--- src/rtl/scfifo_lat_pkg.sv ---
package scfifo_lat_pkg;
  // extra clocks that hold empty high after the count leaves zero
  function automatic int empty_extra(input bit show_ahead, input bit out_reg);
    return int'(show_ahead) + int'(out_reg);
  endfunction
endpackage

--- src/rtl/scfifo_lat_ctrl.sv ---
module scfifo_lat_ctrl #(
  parameter int DEPTH = 16,
  parameter int AW    = 4,
  parameter int CW    = 5
) (
  input  logic          clk_i,
  input  logic          rst_ni,
  input  logic          sclr_i,
  input  logic          wr_i,
  input  logic          rd_i,
  input  logic          empty_i,
  output logic          wr_ok_o,
  output logic          rd_ok_o,
  output logic [AW-1:0] wr_ptr_o,
  output logic [AW-1:0] rd_ptr_o,
  output logic [AW-1:0] rd_ptr_nxt_o,
  output logic [CW-1:0] count_o,
  output logic          full_o,
  output logic          drained_o
);
  logic [AW-1:0] wr_ptr_q, rd_ptr_q;
  logic [CW-1:0] count_q, count_nxt;
  logic          full_q, drained_q;

  assign wr_ok_o = wr_i & ~full_q;
  assign rd_ok_o = rd_i & ~empty_i;

  always_comb begin
    unique case ({wr_ok_o, rd_ok_o})
      2'b10:   count_nxt = count_q + CW'(1);
      2'b01:   count_nxt = count_q - CW'(1);
      default: count_nxt = count_q;
    endcase
  end

  assign rd_ptr_nxt_o = rd_ok_o ? rd_ptr_q + AW'(1) : rd_ptr_q;

  always_ff @(posedge clk_i or negedge rst_ni) begin
    if (!rst_ni) begin
      wr_ptr_q  <= '0;
      rd_ptr_q  <= '0;
      count_q   <= '0;
      full_q    <= 1'b0;
      drained_q <= 1'b1;
    end else if (sclr_i) begin
      wr_ptr_q  <= '0;
      rd_ptr_q  <= '0;
      count_q   <= '0;
      full_q    <= 1'b0;
      drained_q <= 1'b1;
    end else begin
      if (wr_ok_o) wr_ptr_q <= wr_ptr_q + AW'(1);
      rd_ptr_q  <= rd_ptr_nxt_o;
      count_q   <= count_nxt;
      full_q    <= (count_nxt == CW'(DEPTH));
      drained_q <= (count_nxt == '0);
    end
  end

  assign wr_ptr_o  = wr_ptr_q;
  assign rd_ptr_o  = rd_ptr_q;
  assign count_o   = count_q;
  assign full_o    = full_q;
  assign drained_o = drained_q;
endmodule

--- src/rtl/scfifo_lat_empty.sv ---
module scfifo_lat_empty #(
  parameter int EXTRA = 1
) (
  input  logic clk_i,
  input  logic rst_ni,
  input  logic sclr_i,
  input  logic drained_i,
  output logic empty_o
);
  if (EXTRA == 0) begin : g_direct
    assign empty_o = drained_i;
  end else begin : g_delay
    logic [EXTRA-1:0] hist_q;
    // falling edge of drained is stretched, rising edge passes at once
    always_ff @(posedge clk_i or negedge rst_ni) begin
      if (!rst_ni) begin
        hist_q <= '1;
      end else if (sclr_i) begin
        hist_q <= '1;
      end else begin
        hist_q[0] <= drained_i;
        for (int i = 1; i < EXTRA; i++) hist_q[i] <= hist_q[i-1];
      end
    end
    assign empty_o = drained_i | (|hist_q);
  end
endmodule

--- src/rtl/scfifo_lat_store.sv ---
module scfifo_lat_store #(
  parameter int DATA_W     = 8,
  parameter int DEPTH      = 16,
  parameter int AW         = 4,
  parameter bit SHOW_AHEAD = 1'b0
) (
  input  logic              clk_i,
  input  logic              rst_ni,
  input  logic              wr_ok_i,
  input  logic [AW-1:0]     wr_ptr_i,
  input  logic [DATA_W-1:0] data_i,
  input  logic              rd_ok_i,
  input  logic [AW-1:0]     rd_ptr_i,
  input  logic [AW-1:0]     rd_ptr_nxt_i,
  output logic [DATA_W-1:0] q_o
);
  logic [DATA_W-1:0] mem_q [DEPTH];
  logic [DATA_W-1:0] q_q;

  always_ff @(posedge clk_i) begin
    if (wr_ok_i) mem_q[wr_ptr_i] <= data_i;
  end

  if (SHOW_AHEAD) begin : g_ahead
    logic [DATA_W-1:0] head_d;
    // bypass when the new head is written on this edge
    assign head_d = (wr_ok_i && (wr_ptr_i == rd_ptr_nxt_i)) ? data_i : mem_q[rd_ptr_nxt_i];
    always_ff @(posedge clk_i or negedge rst_ni) begin
      if (!rst_ni) q_q <= '0;
      else         q_q <= head_d;
    end
  end else begin : g_normal
    always_ff @(posedge clk_i or negedge rst_ni) begin
      if (!rst_ni)      q_q <= '0;
      else if (rd_ok_i) q_q <= mem_q[rd_ptr_i];
    end
  end

  assign q_o = q_q;
endmodule

--- src/rtl/scfifo_lat.sv ---
module scfifo_lat
  import scfifo_lat_pkg::*;
#(
  parameter int DATA_W     = 8,
  parameter int DEPTH      = 16,
  parameter bit SHOW_AHEAD = 1'b0,
  parameter bit OUT_REG    = 1'b1,
  localparam int AW        = $clog2(DEPTH),
  localparam int CW        = AW + 1
) (
  input  logic              clk_i,
  input  logic              rst_ni,
  input  logic              sclr_i,
  input  logic              wr_i,
  input  logic              rd_i,
  input  logic [DATA_W-1:0] data_i,
  output logic [DATA_W-1:0] q_o,
  output logic              full_o,
  output logic              empty_o,
  output logic [CW-1:0]     usedw_o
);
  localparam int EXTRA = empty_extra(SHOW_AHEAD, OUT_REG);

  logic          wr_ok, rd_ok, drained, empty;
  logic [AW-1:0] wr_ptr, rd_ptr, rd_ptr_nxt;

  scfifo_lat_ctrl #(.DEPTH(DEPTH), .AW(AW), .CW(CW)) u_ctrl (
    .clk_i, .rst_ni, .sclr_i, .wr_i, .rd_i,
    .empty_i      (empty),
    .wr_ok_o      (wr_ok),
    .rd_ok_o      (rd_ok),
    .wr_ptr_o     (wr_ptr),
    .rd_ptr_o     (rd_ptr),
    .rd_ptr_nxt_o (rd_ptr_nxt),
    .count_o      (usedw_o),
    .full_o       (full_o),
    .drained_o    (drained)
  );

  scfifo_lat_empty #(.EXTRA(EXTRA)) u_empty (
    .clk_i, .rst_ni, .sclr_i,
    .drained_i (drained),
    .empty_o   (empty)
  );

  scfifo_lat_store #(
    .DATA_W(DATA_W), .DEPTH(DEPTH), .AW(AW), .SHOW_AHEAD(SHOW_AHEAD)
  ) u_store (
    .clk_i, .rst_ni,
    .wr_ok_i      (wr_ok),
    .wr_ptr_i     (wr_ptr),
    .data_i       (data_i),
    .rd_ok_i      (rd_ok),
    .rd_ptr_i     (rd_ptr),
    .rd_ptr_nxt_i (rd_ptr_nxt),
    .q_o          (q_o)
  );

  assign empty_o = empty;
endmodule

--- config.mk ---
export PLATFORM = sky130hd
export DESIGN_NAME = scfifo_lat
export DESIGN_NICKNAME = d
export VERILOG_FILES = /design/src/rtl/scfifo_lat_pkg.sv /design/src/rtl/scfifo_lat_ctrl.sv /design/src/rtl/scfifo_lat_empty.sv /design/src/rtl/scfifo_lat_store.sv /design/src/rtl/scfifo_lat.sv
export SDC_FILE = /design/constraint.sdc
export NUM_CORES = 1
export LEC_CHECK = 0
export BUFFER_PORTS_ARGS = -buffer_cell sky130_fd_sc_hd__clkbuf_2
export CELL_PAD_IN_SITES_DETAIL_PLACEMENT = 1
export CELL_PAD_IN_SITES_GLOBAL_PLACEMENT = 1
export CORE_ASPECT_RATIO = 2
export CORE_MARGIN = 3
export CORE_UTILIZATION = 53
export DETAILED_ROUTE_END_ITERATION = 10
export GPL_TIMING_DRIVEN = 1
export PLACE_DENSITY_LB_ADDON = 0.1
export RECOVER_POWER = 25
export SLEW_MARGIN = 0
export SYNTH_ARGS = -nofsm -noshare
export SYNTH_HDL_FRONTEND = slang
export SYNTH_SLANG_ARGS = --single-unit
--- constraint.sdc ---
create_clock -name clk_i -period 3.2 [get_ports clk_i]
set_clock_uncertainty 0.05 [all_clocks]
set_input_delay 0.32 -clock clk_i [delete_from_list [all_inputs] [get_ports clk_i]]
set_output_delay 0.32 -clock clk_i [all_outputs]
set_load 0.1 [all_outputs]
==> impl_metrics.tcl, run 1 <==
set metrics [dict create \
    status "complete, no violations" \
    syn_nets 354 \
    place.gp.congestion 0.690 \
    drc_errors 0 \
    grt_max_degree 25 \
    powerDensity_nw_per_um2 680 \
    die-area_um2 13200 \
    cts-root-buf "clkbuf_16" \
    fmax_ghz 0.368 \
    pin_count 28 \
    avgViaCountPerCell 5.88 \
    synth_compound_area_frac 0.0242 \
    cp.arrival_ps 2970 \
    dp_hpwl_mm 8.19 \
    synth.ff_latch_count 152 \
    relSlewSlack 0.475 \
    endpoint_kind "flip-flop" \
    synth.avg_cell_area_um2 18.8 \
    antenna_found_initial 0 \
    post-route-period-util 0.849 \
    critPathRequiredTime_ps 3460 \
    grt_usage 0.210 \
    gr-total-overflow 0 \
    cap_violations 0 \
    synth-simple-area-share 0.0571 \
    fin_nets 388 \
    synth_mux_area_frac 0.156 \
    firstDrtPassIters 5 \
    synth_top_area_cell "edfxtp_1" \
    synth_most_common_cell "edfxtp_1" \
    worst_slew_pin_slew_ps 787 \
    rsz0062_at_grt "no" \
    grt_pass1_wl_mm 19.4 \
    grt_pass1_vias 3420 \
    die_w_um 82.8 \
    synthXorXnorAreaFrac 0.0154 \
    crit_path_max_fanout 6 \
    yosysWarnings 0 \
    worstSkewPairLatency_ps 420 \
    synth_top_family_by_area "multiplexers" \
    vdd_drop_max_v 0.000688 \
    start_util 0.547 \
    netlist_top_cells_count "edfxtp_1, dfrtp_1, mux4_1" \
    rows 55 \
    period_needed_ps 2720 \
    synthAdderAreaFrac 0.0160 \
    synth_edf_count 128 \
    yosysSeqAreaShare 0.712 \
    antennaDiodeCount 0 \
    coreArea_um2 11400 \
    fin_tns_setup_ps 0 \
    synthesis.area_um2 6250 \
    ys_top_cells_by_area "edfxtp_1, dfrtp_1, mux4_1" \
    synth_cells 333 \
    worstSetupPathType "reg -> reg" \
    async_flop_share 0.158 \
    hold_path_class "in -> reg" \
    vias 3071 \
    antenna_left 0 \
    drive_above_1_share 0.224 \
    synthToLayoutAreaGrowth_pct 13.5 \
    port_buffers 27 \
    setup_ws_ps 482 \
    final_hold_viol_count 0 \
    yosys.area.top_type_share 0.615 \
    synth_cell_types 36 \
    dominantRegCellSynth "edfxtp_1" \
    place_ws_ps 511 \
    cts_inserted_buffers 17 \
    cts_buffer_depth 2 \
    htree_levels 4 \
    cts_setup_buffers 0 \
    cts_sinks 152 \
    drtIter0Drc 275 \
    wl_mm 12.5 \
    fp.dieH_um 160 \
    cts_tree "yes" \
    crit_path_start_kind "flip-flop" \
    finalSetupViolations 0 \
    post_drt_wl_per_cell_um 24.0 \
    slew_violations 0 \
    leakage_nw 2.48 \
    path_clk_slew_ps 70 \
]
## critical path: stages (launching register included)
cell	delay (ps)
dfstp_2	530
nor2_1	60
nand2_1	90
inv_1	120
ha_1	300
xor2_1	200
ha_1	230
a21oi_1	160
mux2i_1	250
xor2_1	250
nand2_1	100
nor4b_1	280
## flip-flops by register name (all words and copies together) (netlist names)
register                flops
u_ctrl.count_o              5
u_ctrl.drained_o            1
u_ctrl.full_o               1
u_ctrl.rd_ptr_o             4
u_ctrl.wr_ptr_o             4
u_empty.g_delay.hist_q      1
u_store.mem_q             128
u_store.q_o                 8
## cell usage in the layout, fill, tap and decap left out, drive strengths merged
master / instances
and2: 16
a211o: 2
nor3b: 2
or2: 1
and3: 2
dfrtp: 22
dfstp: 2
a21oi: 5
inv: 14
nor3: 10
nor2: 16
nand4: 2
a221o: 8
mux2i: 10
edfxtp: 128
xnor2: 3
buf: 5
o21ai: 1
clkinvlp: 2
nand2: 13
clkbuf: 45
mux2: 8
a31oi: 1
a41o: 1
nand3: 3
dlygate4sd3: 1
xor2: 8
mux4: 32
clkinv: 3
ha: 8
nor2b: 3
o31ai: 1
and3b: 1
nor4b: 1
## worst paths after layout
kind | start | to | slack, ps | depth (start not counted)
worst max-delay path | u_ctrl.drained_o$_DFF_PN1_ | u_ctrl.full_o$_DFF_PN0_ | 480 | 11
worst min-delay path | sclr_i | u_ctrl.wr_ptr_o[1]$_DFFE_PN0P_ | 260 | 2
worst max register to register | u_ctrl.drained_o$_DFF_PN1_ | u_ctrl.full_o$_DFF_PN0_ | 480 | 11
worst min register to register | u_store.q_o[3]$_DFFE_PN0P_ | u_store.q_o[3]$_DFFE_PN0P_ | 470 | 1
max in group asynchronous | rst_ni | u_ctrl.rd_ptr_o[0]$_DFFE_PN0P_ | 2240 | 2
min in group asynchronous | rst_ni | u_ctrl.count_o[0]$_DFF_PN0_ | 400 | 2
## cell type report
cell class,count,area [um^2]
clock buffer,18,439
clock inverter,14,126
fill,1024,4330
inverter,5,18.8
multi-input combinational,158,1680
sequential,152,4450
tap,142,178
timing repair buffer,33,200
## logic make-up (layout without fill, tap and decap cells)
| family | Yosys count | in the layout |
|---|---|---|
| DFF | 152 | 152 |
| and+or+nand+nor | 70 | 70 |
| muxes | 50 | 50 |
| buffers and inverters | 23 | 70 |
| AOI/OAI and AO/OA | 19 | 19 |
| xor gates and xnor gates | 11 | 11 |
| adders and majority gates | 8 | 8 |
## per-stage QoR
stage / std cells / utilization / power (mW) / area, um^2 / hold slack (ps)
finish: 522 / 0.621 / 4.82 / 7090 / 262
global route: 522 / 0.621 / 5.00 / 7090 / 271
CTS: 522 / 0.621 / 4.87 / 7100 / 240
detailed placement: 489 / 0.571 / 2.98 / 6520 / 329
global placement: 489 / 0.571 / 2.96 / 6520 / 311
floorplan: 333 / - / 2.83 / 6250 / -25.6
## power breakdown
group          internal [mW]  switching (mW)  total, mW
Combinational          0.133           0.515      0.648
Sequential              2.23          0.0515       2.28
Clock                   1.05           0.847       1.89
## repair_timing
item                                   4_1_cts  5_1_grt
resized for setup                            0        0
hold buffers                                 1        0
endpoints found under the hold margin       22        0
## layer usage
layer  GRT usage  wire length, um
met4      0.0655              145
met1       0.247             5020
met5           0                0
met3      0.0555              366
met2       0.364             7020
Note: power is estimated with default switching activity, not from simulation.
==> run 2, diff against run 1 <==
--- a/config.mk
+++ b/config.mk
@@ -5,12 +5,13 @@
 export SDC_FILE = /design/constraint.sdc
 export NUM_CORES = 1
 export LEC_CHECK = 0
+export ABC_AREA = 1
 export BUFFER_PORTS_ARGS = -buffer_cell sky130_fd_sc_hd__clkbuf_2
 export CELL_PAD_IN_SITES_DETAIL_PLACEMENT = 1
 export CELL_PAD_IN_SITES_GLOBAL_PLACEMENT = 1
 export CORE_ASPECT_RATIO = 2
 export CORE_MARGIN = 3
-export CORE_UTILIZATION = 53
+export CORE_UTILIZATION = 49
 export DETAILED_ROUTE_END_ITERATION = 10
 export GPL_TIMING_DRIVEN = 1
 export PLACE_DENSITY_LB_ADDON = 0.1
==> constraint.sdc (replaced) <==
create_clock -name clk_i -period 2.7 [get_ports clk_i]
set_clock_uncertainty 0.05 [all_clocks]
set_input_delay 0.27 -clock clk_i [delete_from_list [all_inputs] [get_ports clk_i]]
set_output_delay 0.27 -clock clk_i [all_outputs]
set_load 0.1 [all_outputs]
==> run 2 against run 1 <==
Compared with the run above:
- sequential share of layout area shrank 1.9 points
- non-clock buffer count rose by 20
- worst setup slack worse by 200 ps
- clock power grew 17%
- sequential cell count is the same
- register-to-register slack worse by 200 ps
- critical path depth is 5 higher
- global-route usage is 4.4 points higher
==> impl_metrics.tcl, run 2 <==
set metrics [dict create \
    synth_top_area_cell "edfxtp_1" \
    synth_cell_types 25 \
    antennaDiodeCount 0 \
    ys_top_cells_by_area "edfxtp_1, nand2_1, dfrtp_1" \
    p_int_mw 4.09 \
    cts_inserted_buffers 17 \
    yosys.area.top_type_share 0.600 \
    largest_reg_flops 128 \
    dp_hpwl_mm 11.4 \
    htree_levels 4 \
    drtIter0Drc 322 \
    final_hold_viol_count 0 \
    regArea_um2 4450 \
    syn_nets 600 \
    status "complete, no violations" \
    final_common_cell "nand2_1" \
    cts_buffer_depth 2 \
    multi_input_area_um2 1690 \
    seqPwrFrac 0.460 \
    cts_tree "yes" \
    vias 4520 \
    synthesis.area_um2 6410 \
    worstSetupPathType "reg -> reg" \
    crit_slowest_cell "dfstp_2" \
    drive_above_1_share 0.132 \
    crit_path_max_fanout 7 \
    gr-total-overflow 0 \
    rr_worst_depth 16 \
    async_flop_share 0.158 \
    worstSkewPairLatency_ps 410 \
    worst_slew_pin_slew_ps 830 \
    post-route-period-util 0.894 \
    crit_start "u_ctrl.drained_o$_DFF_PN1_" \
    leakage_nw 2.89 \
    timing.rr.end "u_ctrl.full_o$_DFF_PN0_" \
    synth_cells 579 \
    powerDensity_nw_per_um2 806 \
    grt_max_degree 67 \
    rsz0062_at_grt "no" \
    wl_mm 17.2 \
    critPathRequiredTime_ps 2990 \
    die-area_um2 14600 \
    synth_most_common_cell "nand2_1" \
    switching_share 0.307 \
    fmax_ghz 0.414 \
    dominantRegCellSynth "edfxtp_1" \
    final_cell_mix "nand2_1, edfxtp_1, nand3_1, a21oi_1, nor2_1" \
    vdd_drop_max_v 0.000536 \
    yosysWarnings 0 \
    cap_violations 0 \
    grt_pass1_vias 4988 \
    r2r_start "u_ctrl.drained_o$_DFF_PN1_" \
    clkPwrFrac 0.376 \
    post_drt_wl_per_cell_um 22.0 \
    firstDrtPassIters 4 \
    fp.dieH_um 168 \
    num-fill-cells 1356 \
    coreArea_um2 12700 \
    fin_nets 642 \
    path_clk_slew_ps 60 \
    port_buffers 27 \
    cp_cell_sequence "inv_1, nand3_1, inv_1, ha_1, nand2_1, inv_1, nor2_1, ha_1, inv_1, nand2_1, nand2_1, nand3_1, o21ai_0, nor2_1, nand2_1, nor2_1" \
    fin_tns_setup_ps 0 \
    yosysSeqAreaShare 0.694 \
    antenna_found_initial 0 \
    synthToLayoutAreaGrowth_pct 14.2 \
    cp.arrival_ps 2700 \
    grt_usage 0.253 \
    slowest_delay_ps 520 \
    endpoint_kind "flip-flop" \
    synth.avg_cell_area_um2 11.1 \
    endpoint "u_ctrl.full_o$_DFF_PN0_" \
    synth_edf_count 128 \
    synth.ff_latch_count 152 \
    die_w_um 86.9 \
    slew_violations 0 \
    antenna_left 0 \
    total_power_mw 5.90 \
    relSlewSlack 0.447 \
    grt_pass1_wl_mm 27.2 \
    cts-root-buf "clkbuf_16" \
    start_util 0.504 \
    cts_sinks 152 \
    drc_errors 0 \
    pin_count 28 \
    place.gp.congestion 0.794 \
    finalSetupViolations 0 \
    combinationalPowerShare 0.164 \
    avgViaCountPerCell 5.77 \
    rows 58 \
    rrSetupSlack_ps 290 \
    netlist_top_cells_count "nand2_1, edfxtp_1, nand3_1" \
    crit_path_start_kind "flip-flop" \
    p_switching_mw 1.81 \
    hold_path_class "in -> reg" \
    top_register "u_store.mem_q" \
    period_needed_ps 2410 \
]
run 2: cell count changes in the layout (fill, tap and decap cells not counted), sizes merged, moves of 20 or more:
| cell | change |
|---|---|
| a21oi | +40 |
| nand2 | +166 |
| buf | +20 |
| mux4 | -32 |
| nor2 | +23 |
| nand3 | +72 |
run 2: layout make-up:
cell class / count / area share
flip-flops and latches: 152 / 0.608
multi-input cells: 371 / 0.231
clock buffers: 17 / 0.0582
repair buffers: 53 / 0.0462
well taps: 150 / 0.0257
clock inverters: 15 / 0.0173
inverters: 26 / 0.0133
run 2: cells by family (layout without fill, tap and decap cells):
kind of cell | after synthesis | count (layout) | synth area share
fa+ha+maj | 8 | 8 | 0.0156
flops | 152 | 152 | 0.694
buf+inv | 56 | 111 | 0.0420
xor+xnor | 2 | 2 | 0.00273
simple gates | 297 | 297 | 0.191
compound gates | 64 | 64 | 0.0547
run 2: power by group through the flow:
stage               clock network [mW]  registers, mW  logic [mW]
floorplan                            0           3.20       0.275
global placement                     0           2.76       0.945
detailed placement                   0           2.76       0.968
CTS                               2.25           2.71       0.975
global route                      2.37           2.72        1.03
finish                            2.22           2.71       0.966
run 2: worst min path at each step:
stage | startpoint | to | cells after the start
2_1_floorplan | rst_ni | u_ctrl.count_o[0]$_DFF_PN0_ | 0
3_3_place_gp | rst_ni | u_ctrl.count_o[3]$_DFF_PN0_ | 1
3_5_place_dp | rst_ni | u_ctrl.count_o[3]$_DFF_PN0_ | 1
4_1_cts | sclr_i | u_ctrl.count_o[2]$_DFF_PN0_ | 2
5_1_grt | sclr_i | u_ctrl.count_o[2]$_DFF_PN0_ | 2
6_report | sclr_i | u_ctrl.count_o[2]$_DFF_PN0_ | 2
run 2: metal layers:
metal  vias up  wire length, um  track usage
met3        29              584       0.0542
met4         0              331       0.0760
met2        98            10000        0.469
met1      2314             6270        0.281
met5         -                0            0
li1       2079                -            -
run 2: what timing repair did:
| action | 4_1_cts | 5_1_grt |
|---|---|---|
| resized for setup | 0 | 1 |
| hold buffers | 1 | 0 |
| endpoints found under the setup margin | 0 | 1 |
| hold endpoints to repair | 22 | 0 |
| buffers inserted | 0 | 0 |
run 2: through the flow:
step	hold slack [ps]	setup WS [ps]	cell area, um^2	utilization	instances
2_1_floorplan	-75.6	210	6410	-	579
3_3_place_gp	294	368	6760	0.532	751
3_5_place_dp	298	216	6760	0.532	751
4_1_cts	150	207	7320	0.577	784
5_1_grt	171	45.9	7310	0.576	784
6_report	163	285	7310	0.576	784
run 2: critical path: cells and delay by family (launching register included):
kind            cells  cell delay, ps
flops               1             520
simple gates        9             970
compound gates      1             110
buf+inv             4             220
fa+ha+maj           2             470
==> run 3, diff against run 2 <==
--- a/config.mk
+++ b/config.mk
@@ -15,7 +15,6 @@
 export DETAILED_ROUTE_END_ITERATION = 10
 export GPL_TIMING_DRIVEN = 1
 export PLACE_DENSITY_LB_ADDON = 0.1
-export RECOVER_POWER = 25
 export SLEW_MARGIN = 0
 export SYNTH_ARGS = -nofsm -noshare
 export SYNTH_HDL_FRONTEND = slang
==> run 3 against run 2 <==
Compared with the run above:
- global-route usage unchanged
- first-iteration DRC count down 0.93%
- non-clock buffer count unchanged
- sequential share of layout area down 0.062 points
- worst setup slack worse by 1.1 ps
- final cell count unchanged
- critical path type unchanged
- critical endpoint unchanged
- highest routed layer unchanged
==> impl_metrics.tcl, run 3 (same netlist as run 2, synthesis figures left out) <==
set metrics [dict create \
    cp_cell_sequence "inv_1, nand3_1, inv_1, ha_1, nand2_1, inv_1, nor2_1, ha_1, inv_1, nand2_1, nand2_1, nand3_1, o21ai_0, nor2_1, nand2_1, nor2_1" \
    drtIter0Drc 319 \
    p_int_mw 4.09 \
    cts-root-buf "clkbuf_16" \
    crit_buf_inv 4 \
    crit_path_start_kind "flip-flop" \
    slowest_delay_ps 520 \
    fp.dieH_um 168 \
    timing.rr.end "u_ctrl.full_o$_DFF_PN0_" \
    combinationalPowerShare 0.164 \
    place.gp.congestion 0.794 \
    place_ws_ps 216 \
    total_power_mw 5.90 \
    rr_worst_depth 16 \
    slew_violations 0 \
    worstSetupPathType "reg -> reg" \
    grt_usage 0.253 \
    cts_sinks 152 \
    min_to "u_ctrl.count_o[2]$_DFF_PN0_" \
    rsz0062_at_grt "no" \
    die-area_um2 14600 \
    final_hold_viol_count 0 \
    firstDrtPassIters 4 \
    powerDensity_nw_per_um2 806 \
    antenna_left 0 \
    fmax_ghz 0.414 \
    worstSkewPairLatency_ps 420 \
    antenna_found_initial 0 \
    avgViaCountPerCell 5.77 \
    post_drt_wl_per_cell_um 22.0 \
    seqPwrFrac 0.460 \
    cts_buffer_depth 2 \
    r2r_start "u_ctrl.drained_o$_DFF_PN1_" \
    crit_path_max_fanout 7 \
    critPathRequiredTime_ps 2990 \
    setup_ws_ps 284 \
    rows 58 \
    relSlewSlack 0.480 \
    hold_start "sclr_i" \
    coreArea_um2 12700 \
    fin_tns_setup_ps 0 \
    wl_mm 17.2 \
    dp_hpwl_mm 11.4 \
    dp.cells 751 \
    worst_slew_pin_slew_ps 779 \
    largest_reg_flops 128 \
    finalSetupViolations 0 \
    grt_pass1_vias 4988 \
    grt_max_degree 67 \
    drive_above_1_share 0.142 \
    cpLargestDelayFamily "simple AND/OR/NAND/NOR gates" \
    clkPwrFrac 0.376 \
    grt_pass1_wl_mm 27.2 \
    antennaDiodeCount 0 \
    port_buffers 27 \
    switching_share 0.307 \
    vdd_drop_max_v 0.000536 \
    post-route-period-util 0.895 \
    postPlaceCellArea_um2 6760 \
    endpoint_kind "flip-flop" \
    cts_tree "yes" \
    gr-total-overflow 0 \
    vias 4524 \
    hold_path_class "in -> reg" \
    whs_path_depth 2 \
    p_switching_mw 1.81 \
    pin_count 28 \
    finalInstanceArea_um2 7320 \
    path_clk_slew_ps 60 \
    period_needed_ps 2420 \
    synthToLayoutAreaGrowth_pct 14.3 \
    crit_slowest_cell "dfstp_2" \
    final_common_cell "nand2_1" \
    cts_inserted_buffers 17 \
    top_register "u_store.mem_q" \
    start_util 0.504 \
    cp.arrival_ps 2700 \
    final_cells 784 \
    rrSetupSlack_ps 280 \
    drc_errors 0 \
    leakage_nw 2.91 \
    status "complete, no violations" \
    die_w_um 86.9 \
    cap_violations 0 \
    htree_levels 4 \
    final_cell_mix "nand2_1, edfxtp_1, nand3_1, a21oi_1, nor2_1" \
    fin_nets 642 \
]
==> run 3: changes by cell type in the layout (fill, tap and decap cells not counted) <==
cell,previous run,this run
clkbuf_2,21,27
clkbuf_1,6,0
==> run 3: worst max path at each step <==
| stage | slack [ps] | cells past startpoint | to | start |
|---|---|---|---|---|
| 6_report | 280 | 16 | u_ctrl.full_o$_DFF_PN0_ | u_ctrl.drained_o$_DFF_PN1_ |
| 5_1_grt | 50 | 16 | u_ctrl.full_o$_DFF_PN0_ | u_ctrl.drained_o$_DFF_PN1_ |
| 4_1_cts | 210 | 13 | u_ctrl.full_o$_DFF_PN0_ | u_ctrl.drained_o$_DFF_PN1_ |
| 3_5_place_dp | 220 | 13 | u_ctrl.full_o$_DFF_PN0_ | u_ctrl.drained_o$_DFF_PN1_ |
| 3_3_place_gp | 370 | 13 | u_ctrl.full_o$_DFF_PN0_ | u_ctrl.drained_o$_DFF_PN1_ |
| 2_1_floorplan | 210 | 13 | u_ctrl.full_o$_DFF_PN0_ | u_ctrl.full_o$_DFF_PN0_ |
==> run 3: metal layers <==
| metal | vias up | wire, um | global-route usage |
|---|---|---|---|
| met1 | 2316 | 6280 | 0.281 |
| met4 | 0 | 333 | 0.0760 |
| li1 | 2081 | - | - |
| met5 | - | 0 | 0 |
| met2 | 98 | 10000 | 0.469 |
| met3 | 29 | 571 | 0.0542 |
==> run 3: timing repair <==
item                                   CTS  global route
endpoints found under the hold margin   22             0
setup buffers                            0             0
setup endpoints to repair                0             1
hold buffers                             1             0
resized for setup                        0             1
==> run 3: cell type report <==
type,instances,area [um^2]
clock inverter,15,126
multi-input combinational,371,1690
fill,1352,5380
clock buffer,17,425
sequential,152,4450
inverter,26,97.6
tap,150,188
timing repair buffer,53,345
==> run 3: stage by stage <==
stage               utilization  hold WS [ps]
floorplan                     -         -75.6
global placement          0.532           294
detailed placement        0.532           298
CTS                       0.577           150
global route              0.577           171
finish                    0.577           161
==> run 3: power groups by stage <==
| stage | Combinational (mW) | Clock (mW) | Sequential (mW) |
|---|---|---|---|
| 5_1_grt | 1.03 | 2.37 | 2.72 |
| 4_1_cts | 0.975 | 2.25 | 2.71 |
| 3_5_place_dp | 0.968 | 0 | 2.76 |
| 2_1_floorplan | 0.275 | 0 | 3.20 |
| 3_3_place_gp | 0.945 | 0 | 2.76 |
| 6_report | 0.967 | 2.22 | 2.71 |
